$ cat config.mk
export PLATFORM = sky130hd
export DESIGN_NAME = adc_spi_seq
export DESIGN_NICKNAME = d
export VERILOG_FILES = /design/src/rtl/adc_spi_seq_pkg.sv /design/src/rtl/adc_spi_frame_build.sv /design/src/rtl/adc_spi_tick_gen.sv /design/src/rtl/adc_spi_shift_engine.sv /design/src/rtl/adc_spi_seq.sv
export SDC_FILE = /design/constraint.sdc
export NUM_CORES = 1
export LEC_CHECK = 0
export BUFFER_PORTS_ARGS = -buffer_cell sky130_fd_sc_hd__buf_4
export CORE_MARGIN = 2
export CORE_UTILIZATION = 50
export CTS_CLUSTER_SIZE = 30
export DETAILED_ROUTE_END_ITERATION = 6
export PLACE_DENSITY = 0.73
export SETUP_SLACK_MARGIN = 0.4
export SYNTH_ARGS = -nofsm -noshare
export SYNTH_HDL_FRONTEND = slang
export SYNTH_HIERARCHICAL = 1
export SYNTH_SLANG_ARGS = --single-unit
$ cat constraint.sdc
create_clock -name clk -period 2.4 [get_ports clk]
set_input_delay 0.48 -clock clk [delete_from_list [all_inputs] [get_ports clk]]
set_output_delay 0.48 -clock clk [all_outputs]
set_load 0.005 [all_outputs]
$ cat src/rtl/adc_spi_seq_pkg.sv
package adc_spi_seq_pkg;

   localparam int unsigned BYTE_W   = 8;
   localparam int unsigned FRAME_W  = 24;
   localparam int unsigned N_CMDS   = 8;

   typedef enum logic [1:0] {
      OPC_CMD  = 2'b00,
      OPC_RD   = 2'b01,
      OPC_WR   = 2'b10,
      OPC_RSVD = 2'b11
   } req_op_e;

   localparam logic [BYTE_W-1:0] RD_BASE = 8'h20;
   localparam logic [BYTE_W-1:0] WR_BASE = 8'h40;

   // accepted standalone command codes, one byte per slot
   localparam logic [N_CMDS*BYTE_W-1:0] CMD_SET =
      {8'h12, 8'h11, 8'h10, 8'h0A, 8'h08, 8'h06, 8'h04, 8'h02};

   typedef struct packed {
      logic [FRAME_W-1:0] bits;       // left aligned, MSB goes first
      logic               long_frame; // 1: 24 bits, 0: 8 bits
      logic               is_read;
   } frame_t;

endpackage

$ cat src/rtl/adc_spi_frame_build.sv
module adc_spi_frame_build
   import adc_spi_seq_pkg::*;
#(
   parameter int ADDR_W      = 8,
   parameter int REG_FIELD_W = 5,
   parameter int MAX_REG     = 25
) (
   input  logic [1:0]        op,
   input  logic [ADDR_W-1:0] addr,
   input  logic [BYTE_W-1:0] wdata,
   output logic              legal,
   output frame_t            frame
);

   localparam int PAD_W = BYTE_W - REG_FIELD_W;

   logic [N_CMDS-1:0] code_hit;
   logic              addr_ok;
   logic [BYTE_W-1:0] reg_field;

   for (genvar i = 0; i < N_CMDS; i++) begin : g_code
      assign code_hit[i] = (wdata == CMD_SET[i*BYTE_W +: BYTE_W]);
   end

   assign addr_ok   = (int'(addr) <= MAX_REG);
   assign reg_field = {{PAD_W{1'b0}}, addr[REG_FIELD_W-1:0]};

   always_comb begin
      legal = 1'b0;
      frame = '0;
      unique case (req_op_e'(op))
         OPC_CMD: begin
            legal            = |code_hit;
            frame.bits       = {wdata, 16'h0000};
            frame.long_frame = 1'b0;
         end
         OPC_RD: begin
            legal            = addr_ok;
            frame.bits       = {RD_BASE | reg_field, 8'h00, 8'h00};
            frame.long_frame = 1'b1;
            frame.is_read    = 1'b1;
         end
         OPC_WR: begin
            legal            = addr_ok;
            frame.bits       = {WR_BASE | reg_field, 8'h00, wdata};
            frame.long_frame = 1'b1;
         end
         default: legal = 1'b0;
      endcase
   end

endmodule

$ cat src/rtl/adc_spi_tick_gen.sv
module adc_spi_tick_gen #(
   parameter int HALF_DIV = 31
) (
   input  logic clk,
   input  logic rst_n,
   input  logic run,
   output logic tick
);

   if (HALF_DIV == 1) begin : g_direct
      assign tick = run;
   end else begin : g_count
      localparam int CW = $clog2(HALF_DIV);
      logic [CW-1:0] cnt;

      always_ff @(posedge clk) begin
         if (!rst_n || !run) begin
            cnt <= '0;
         end else if (cnt == CW'(HALF_DIV - 1)) begin
            cnt <= '0;
         end else begin
            cnt <= cnt + 1'b1;
         end
      end

      assign tick = run && (cnt == CW'(HALF_DIV - 1));


      tick_gap_chk: assert property (@(posedge clk) disable iff (!rst_n)
         tick |=> !tick)
         else $error("tick_gap_chk");
   end

endmodule

$ cat src/rtl/adc_spi_shift_engine.sv
module adc_spi_shift_engine
   import adc_spi_seq_pkg::*;
#(
   parameter int HOLD_CYC = 245
) (
   input  logic              clk,
   input  logic              rst_n,
   input  logic              start,
   input  frame_t            frame,
   input  logic              tick,
   input  logic              miso,
   output logic              run,
   output logic              busy,
   output logic              done,
   output logic [BYTE_W-1:0] rd_data,
   output logic              sclk,
   output logic              mosi,
   output logic              cs_n
);

   localparam int BLW = $clog2(FRAME_W);
   localparam int HCW = (HOLD_CYC > 1) ? $clog2(HOLD_CYC) : 1;

   typedef enum logic [1:0] {ST_IDLE, ST_SHIFT, ST_HOLD} eng_st_e;

   eng_st_e            st;
   logic [FRAME_W-1:0] txsr;
   logic [BYTE_W-1:0]  rxsr;
   logic [BLW-1:0]     bits_left;
   logic [HCW-1:0]     hold_cnt;
   logic               is_rd;

   always_ff @(posedge clk) begin
      if (!rst_n) begin
         st        <= ST_IDLE;
         txsr      <= '0;
         rxsr      <= '0;
         bits_left <= '0;
         hold_cnt  <= '0;
         is_rd     <= 1'b0;
         done      <= 1'b0;
         rd_data   <= '0;
         sclk      <= 1'b0;
         mosi      <= 1'b0;
         cs_n      <= 1'b1;
      end else begin
         done <= 1'b0;
         unique case (st)
            ST_IDLE: begin
               if (start) begin
                  st        <= ST_SHIFT;
                  cs_n      <= 1'b0;
                  sclk      <= 1'b0;
                  txsr      <= frame.bits;
                  is_rd     <= frame.is_read;
                  bits_left <= frame.long_frame ? BLW'(FRAME_W - 1)
                                                : BLW'(BYTE_W - 1);
               end
            end
            ST_SHIFT: begin
               if (tick) begin
                  if (!sclk) begin
                     sclk <= 1'b1;
                     mosi <= txsr[FRAME_W-1];
                     txsr <= {txsr[FRAME_W-2:0], 1'b0};
                  end else begin
                     sclk <= 1'b0;
                     rxsr <= {rxsr[BYTE_W-2:0], miso};
                     if (bits_left == '0) begin
                        st       <= ST_HOLD;
                        hold_cnt <= '0;
                     end else begin
                        bits_left <= bits_left - 1'b1;
                     end
                  end
               end
            end
            ST_HOLD: begin
               if (hold_cnt == HCW'(HOLD_CYC - 1)) begin
                  st   <= ST_IDLE;
                  cs_n <= 1'b1;
                  mosi <= 1'b0;
                  done <= 1'b1;
                  if (is_rd) begin
                     rd_data <= rxsr;
                  end
               end else begin
                  hold_cnt <= hold_cnt + 1'b1;
               end
            end
            default: st <= ST_IDLE;
         endcase
      end
   end

   assign run  = (st == ST_SHIFT);
   assign busy = (st != ST_IDLE);


   done_pulse_chk: assert property (@(posedge clk) disable iff (!rst_n)
      done |=> !done)
      else $error("done_pulse_chk");


   cs_release_chk: assert property (@(posedge clk) disable iff (!rst_n)
      $rose(cs_n) |-> done)
      else $error("cs_release_chk");


   sclk_framed_chk: assert property (@(posedge clk) disable iff (!rst_n)
      sclk |-> !cs_n)
      else $error("sclk_framed_chk");


   mosi_launch_chk: assert property (@(posedge clk) disable iff (!rst_n)
      (!$rose(sclk) && !$rose(cs_n)) |-> $stable(mosi))
      else $error("mosi_launch_chk");


   rdata_hold_chk: assert property (@(posedge clk) disable iff (!rst_n)
      !done |-> $stable(rd_data))
      else $error("rdata_hold_chk");

endmodule

$ cat src/rtl/adc_spi_seq.sv
module adc_spi_seq
   import adc_spi_seq_pkg::*;
#(
   parameter int SYS_CLK_HZ        = 125_000_000,
   parameter int CONV_CLK_HZ       = 2_048_000,
   parameter int HALF_DIV          = 31,
   parameter int CS_HOLD_CONV_CLKS = 4,
   parameter int ADDR_W            = 8,
   parameter int REG_FIELD_W       = 5,
   parameter int MAX_REG           = 25
) (
   input  logic              clk,
   input  logic              rst_n,
   input  logic              req_valid,
   input  logic [1:0]        req_op,
   input  logic [ADDR_W-1:0] req_addr,
   input  logic [7:0]        req_wdata,
   output logic              busy,
   output logic              done,
   output logic [7:0]        rd_data,
   output logic              sclk,
   output logic              mosi,
   input  logic              miso,
   output logic              cs_n
);

   localparam longint HOLD_NUM = longint'(CS_HOLD_CONV_CLKS) * longint'(SYS_CLK_HZ);
   localparam int     HOLD_CYC = int'((HOLD_NUM + longint'(CONV_CLK_HZ) - 1)
                                      / longint'(CONV_CLK_HZ));

   initial begin
      assert (HALF_DIV >= 1) else $error("HALF_DIV must be at least 1");
      assert (longint'(SYS_CLK_HZ) <= longint'(CONV_CLK_HZ) * 2 * longint'(HALF_DIV))
         else $error("serial clock would exceed the converter clock");
      assert (HOLD_CYC >= 1) else $error("chip-select hold must be at least one cycle");
      assert (REG_FIELD_W <= BYTE_W && ADDR_W >= REG_FIELD_W && ADDR_W <= 16)
         else $error("address widths out of range");
      assert (MAX_REG < (1 << REG_FIELD_W)) else $error("MAX_REG does not fit the address field");
   end

   logic   legal;
   logic   start;
   logic   run;
   logic   tick;
   frame_t frame;

   adc_spi_frame_build #(
      .ADDR_W      (ADDR_W),
      .REG_FIELD_W (REG_FIELD_W),
      .MAX_REG     (MAX_REG)
   ) u_build (
      .op    (req_op),
      .addr  (req_addr),
      .wdata (req_wdata),
      .legal (legal),
      .frame (frame)
   );

   adc_spi_tick_gen #(
      .HALF_DIV (HALF_DIV)
   ) u_tick (
      .clk   (clk),
      .rst_n (rst_n),
      .run   (run),
      .tick  (tick)
   );

   assign start = req_valid && !busy && legal;

   adc_spi_shift_engine #(
      .HOLD_CYC (HOLD_CYC)
   ) u_engine (
      .clk     (clk),
      .rst_n   (rst_n),
      .start   (start),
      .frame   (frame),
      .tick    (tick),
      .miso    (miso),
      .run     (run),
      .busy    (busy),
      .done    (done),
      .rd_data (rd_data),
      .sclk    (sclk),
      .mosi    (mosi),
      .cs_n    (cs_n)
   );


   accept_legal_chk: assert property (@(posedge clk) disable iff (!rst_n)
      $rose(busy) |-> $past(req_valid && legal))
      else $error("accept_legal_chk");

endmodule

==> results.txt <==
----------------------------------------------------
[Die]
  Core footprint ... 0.00639 sq mm
  I/O pin count ... 35
  Starting utilization of the core area ... 51.9%
  Floorplan die area ... 0.00730 sq mm
  Width of the die ... 85.5 um
  Die H ... 85.5 um
  Site Rows ... 29

[Timing]
  Setup Viol. Count Final ... 0
  Clock Skew ... 0.0102 ns
  RSZ-0062 raised after global routing ... yes
  Count of pins over their slew limit ... 0
  Final hold violation count ... 0
  Final Cycle Share ... 89.8%
  Highest attainable clock frequency ... 0.464 GHz
  Final critical path time including I/O delays and setup ... 2.15 ns
  Hold_ws ... 0.376 ns

[Critical path]
  R2R depth ... 6
  WP data required ... 2.64 ns
  Crit path capture type ... flop
  R2r setup slk ... 0.40 ns
  Crit path launch type ... input port
  Classification of the worst setup path ... input port to flop
  Critical Path AT ... 2.40 ns
  Largest fanout on the critical path ... 8

[Clocking]
  Number of clock sinks ... 65
  Clk buf depth ... 2
  Clock edge transition at the registers on the reported setup and hold paths ... 0.08 ns
  Hold buffer count at CTS ... 0
  Clock tree from TritonCTS ... built
  Clk_lat worst skew ... 0.35 ns
  Number of CTS-inserted buffers ... 9
  H-tree depth ... 3
  Cell at the root of the clock tree ... sky130_fd_sc_hd__clkbuf_8

[Yosys]
  Post-synthesis share of cell area spent on and, or, nand and nor gates ... 28.4%
  Synth Area per Inst ... 8.29 sq um
  Post-synthesis mux area share ... 0%
  Fraction of the mapped netlist area in compound gates ... 20.7%
  Post-synthesis register bit count ... 65
  Synthesized netlist cell count ... 400
  Flip-flop cell with the highest count after synthesis ... sky130_fd_sc_hd__dfxtp_1
  Main area contributors after synthesis ... sky130_fd_sc_hd__dfxtp_1 39%, sky130_fd_sc_hd__nand2_1 9.4%, sky130_fd_sc_hd__a311oi_2 7.7%
  Warning count from the yosys run ... 6
  Sequential area share after synthesis ... 39.2%
  Post-synthesis cell type with the largest combined area ... sky130_fd_sc_hd__dfxtp_1
  Count of flip-flops with a built-in enable after synthesis ... 0
  Number of distinct library cells after synthesis ... 56
  Largest family of logic cells by synthesized area ... simple AND/OR/NAND/NOR gates
  Async S/R FF share, synth ... 0%
  Area share of xor/xnor cells in the synthesized design ... 0.792%
  Fraction of synthesized cell area taken by the top area cell type ... 39.2%
  Post-Syn Area ... 0.00332 sq mm
  Synth Area in Adders ... 3.39%

[Power]
  Leakage power of the design ... 0.00164 uW
  Net switching fraction of the power ... 26.1%
  Switching Power ... 590 uW
  Portion of total power attributed to the clock network ... 42.1%
  Reg power frac ... 48.5%
  Internal power ... 1670 uW
  Total power per unit cell area ... 522 mW/mm^2
  Combinational share of power ... 9.4%
  Maximum resistive drop on vdd ... 0.000435 V
  Total power draw ... 2260 uW

[Cells and area]
  Leading cell type in the layout, fill and taps excluded ... sky130_fd_sc_hd__nand2_1
  Commonest non-fill, non-tap cells in the layout ... 79 x sky130_fd_sc_hd__nand2_1, 65 x sky130_fd_sc_hd__dfxtp_1, 54 x sky130_fd_sc_hd__buf_4
  Final-stage net count ... 489
  Ratio of cells with drive above 1 in the final layout ... 32.6%
  Antenna Diode Count ... 0
  Area of all placed cells without fillers ... 0.00434 sq mm
  Layout Area Growth over Synthesis ... 30.9%

[Route]
  Number of remaining DRC errors ... 0
  Avg WL per Cell ... 15.1 um
  Detail Route Antenna Nets ... 0
  Total Wirelength ... 8150 um
  Via count normalized by instance count ... 5.73
  Number of detailed-routing iterations run before antenna repair ... 5
  Total number of vias ... 3095
  Number of DRC markers after the initial detailed-route iteration ... 237

[Run]
  Number of maximum-capacitance violations ... 0

[GRT]
  Global-route usage over all layers ... 22.3%
  Leftover overflow at the end of global routing ... 0
  Initial antenna violation count ... 0
  Pin count of the biggest net entering global routing ... 33
  First-pass GRT wire length ... 12900 um
  Via count of the first global-routing pass ... 2764

[Place]
  Placement-stage cell area ... 0.00374 sq mm
  Quantity of I/O buffers inserted on ports ... 34
  Post-detailed-placement half-perimeter wirelength ... 4950 um
  Final GP Congestion ... 0.838

[Min path]
  Class of the tightest hold or removal check ... input port to flop
  Hold Path Cell Cnt ... 3

[Status]
  Status ... complete, no violations

----------------------------------------------------
==> power by group through the flow <==
stage / Combinational, uW / Sequential, uW / Clock [uW]
after floorplan: 118 / 1120 / 0
after global placement: 177 / 1120 / 0
after detailed placement: 182 / 1120 / 0
after CTS: 194 / 1100 / 972
after global routing: 233 / 1100 / 1030
final: 213 / 1100 / 954
==> final cells by class <==
class,instances,area (sq um)
Multi-Input combinational cell,306,2120
Fill cell,478,2040
Sequential cell,65,1300
Timing Repair Buffer,65,556
Clock buffer,9,124
Tap cell,77,96.3
Clock inverter,7,77.6
Inverter,11,67.6
==> stage by stage <==
step / TNS, ns / cells / utilization (%) / setup slack [ns]
floorplan: 0 / 407 / - / 0.0760
global route: 0 / 540 / 68.0 / 0.136
global placement: -3.94 / 508 / 58.5 / -0.177
detailed placement: -4.74 / 508 / 58.5 / -0.245
CTS: 0 / 531 / 64.3 / 0.275
finish: 0 / 540 / 68.0 / 0.245
==> per-layer routing <==
metal  GRT usage [%]  wire length [um]
met5               0                 0
met3            4.57               438
met4            9.09                96
met1            30.4              3620
met2            34.5              4000
==> critical path, stage by stage <==
cell                       delay (ns)
sky130_fd_sc_hd__buf_12          0.12
sky130_fd_sc_hd__ha_4            0.17
sky130_fd_sc_hd__nor4b_4         0.19
sky130_fd_sc_hd__o211ai_1        0.13
sky130_fd_sc_hd__o21ai_1         0.11
sky130_fd_sc_hd__and3b_1         0.18
sky130_fd_sc_hd__or3b_4          0.55
sky130_fd_sc_hd__buf_6           0.19
sky130_fd_sc_hd__a221oi_2        0.21
sky130_fd_sc_hd__nor2_1          0.06
==> cells by family (layout without fill, tap and decap cells) <==
kind of cell / Yosys count / count (layout)
AOI/OAI and AO/OA: 86 / 86
xor gates and xnor gates: 3 / 3
adders and majority gates: 9 / 9
buffers and inverters: 42 / 92
DFF: 65 / 65
other: 1 / 8
and+or+nand+nor: 194 / 200
==> synthesized netlist by cell type, types with 6 or more instances <==
cell type / instances
sky130_fd_sc_hd__a21oi_1: 22
sky130_fd_sc_hd__nand3_1: 25
sky130_fd_sc_hd__a311oi_2: 17
sky130_fd_sc_hd__a311oi_1: 6
sky130_fd_sc_hd__and2_1: 10
sky130_fd_sc_hd__o21ai_0: 14
sky130_fd_sc_hd__buf_4: 13
sky130_fd_sc_hd__clkbuf_1: 9
sky130_fd_sc_hd__inv_1: 9
sky130_fd_sc_hd__nand2_1: 83
sky130_fd_sc_hd__nor2_1: 41
sky130_fd_sc_hd__ha_1: 9
sky130_fd_sc_hd__dfxtp_1: 65
==> path summary, 6_finish.rpt <==
path | start | to
worst max-delay path | req_op[1] | u_engine/bits_left[4]
worst min-delay path | miso | u_engine/rxsr[0]
worst max register to register | u_engine/st[1] | u_engine/bits_left[4]
worst min register to register | u_engine/rd_data[0] | u_engine/rd_data[0]
==> sequential cells by signal, indices dropped and copies added, names as in the netlist <==
register and cells:
u_engine/bits_left 5, u_engine/sclk 1, u_engine/txsr 24, u_engine/rd_data 8
u_engine/done 1, u_tick/g_count.cnt 5, u_engine/mosi 1, u_engine/cs_n 1
u_engine/hold_cnt 8, u_engine/is_rd 1, u_engine/rxsr 8, u_engine/st 2
==> what timing repair did <==
item	CTS	global route
cloned	4	2
setup endpoints to repair	24	34
pin swaps	15	35
resized for setup	22	33
setup buffers	3	7
No activity file was read; power rests on OpenSTA's default activity.
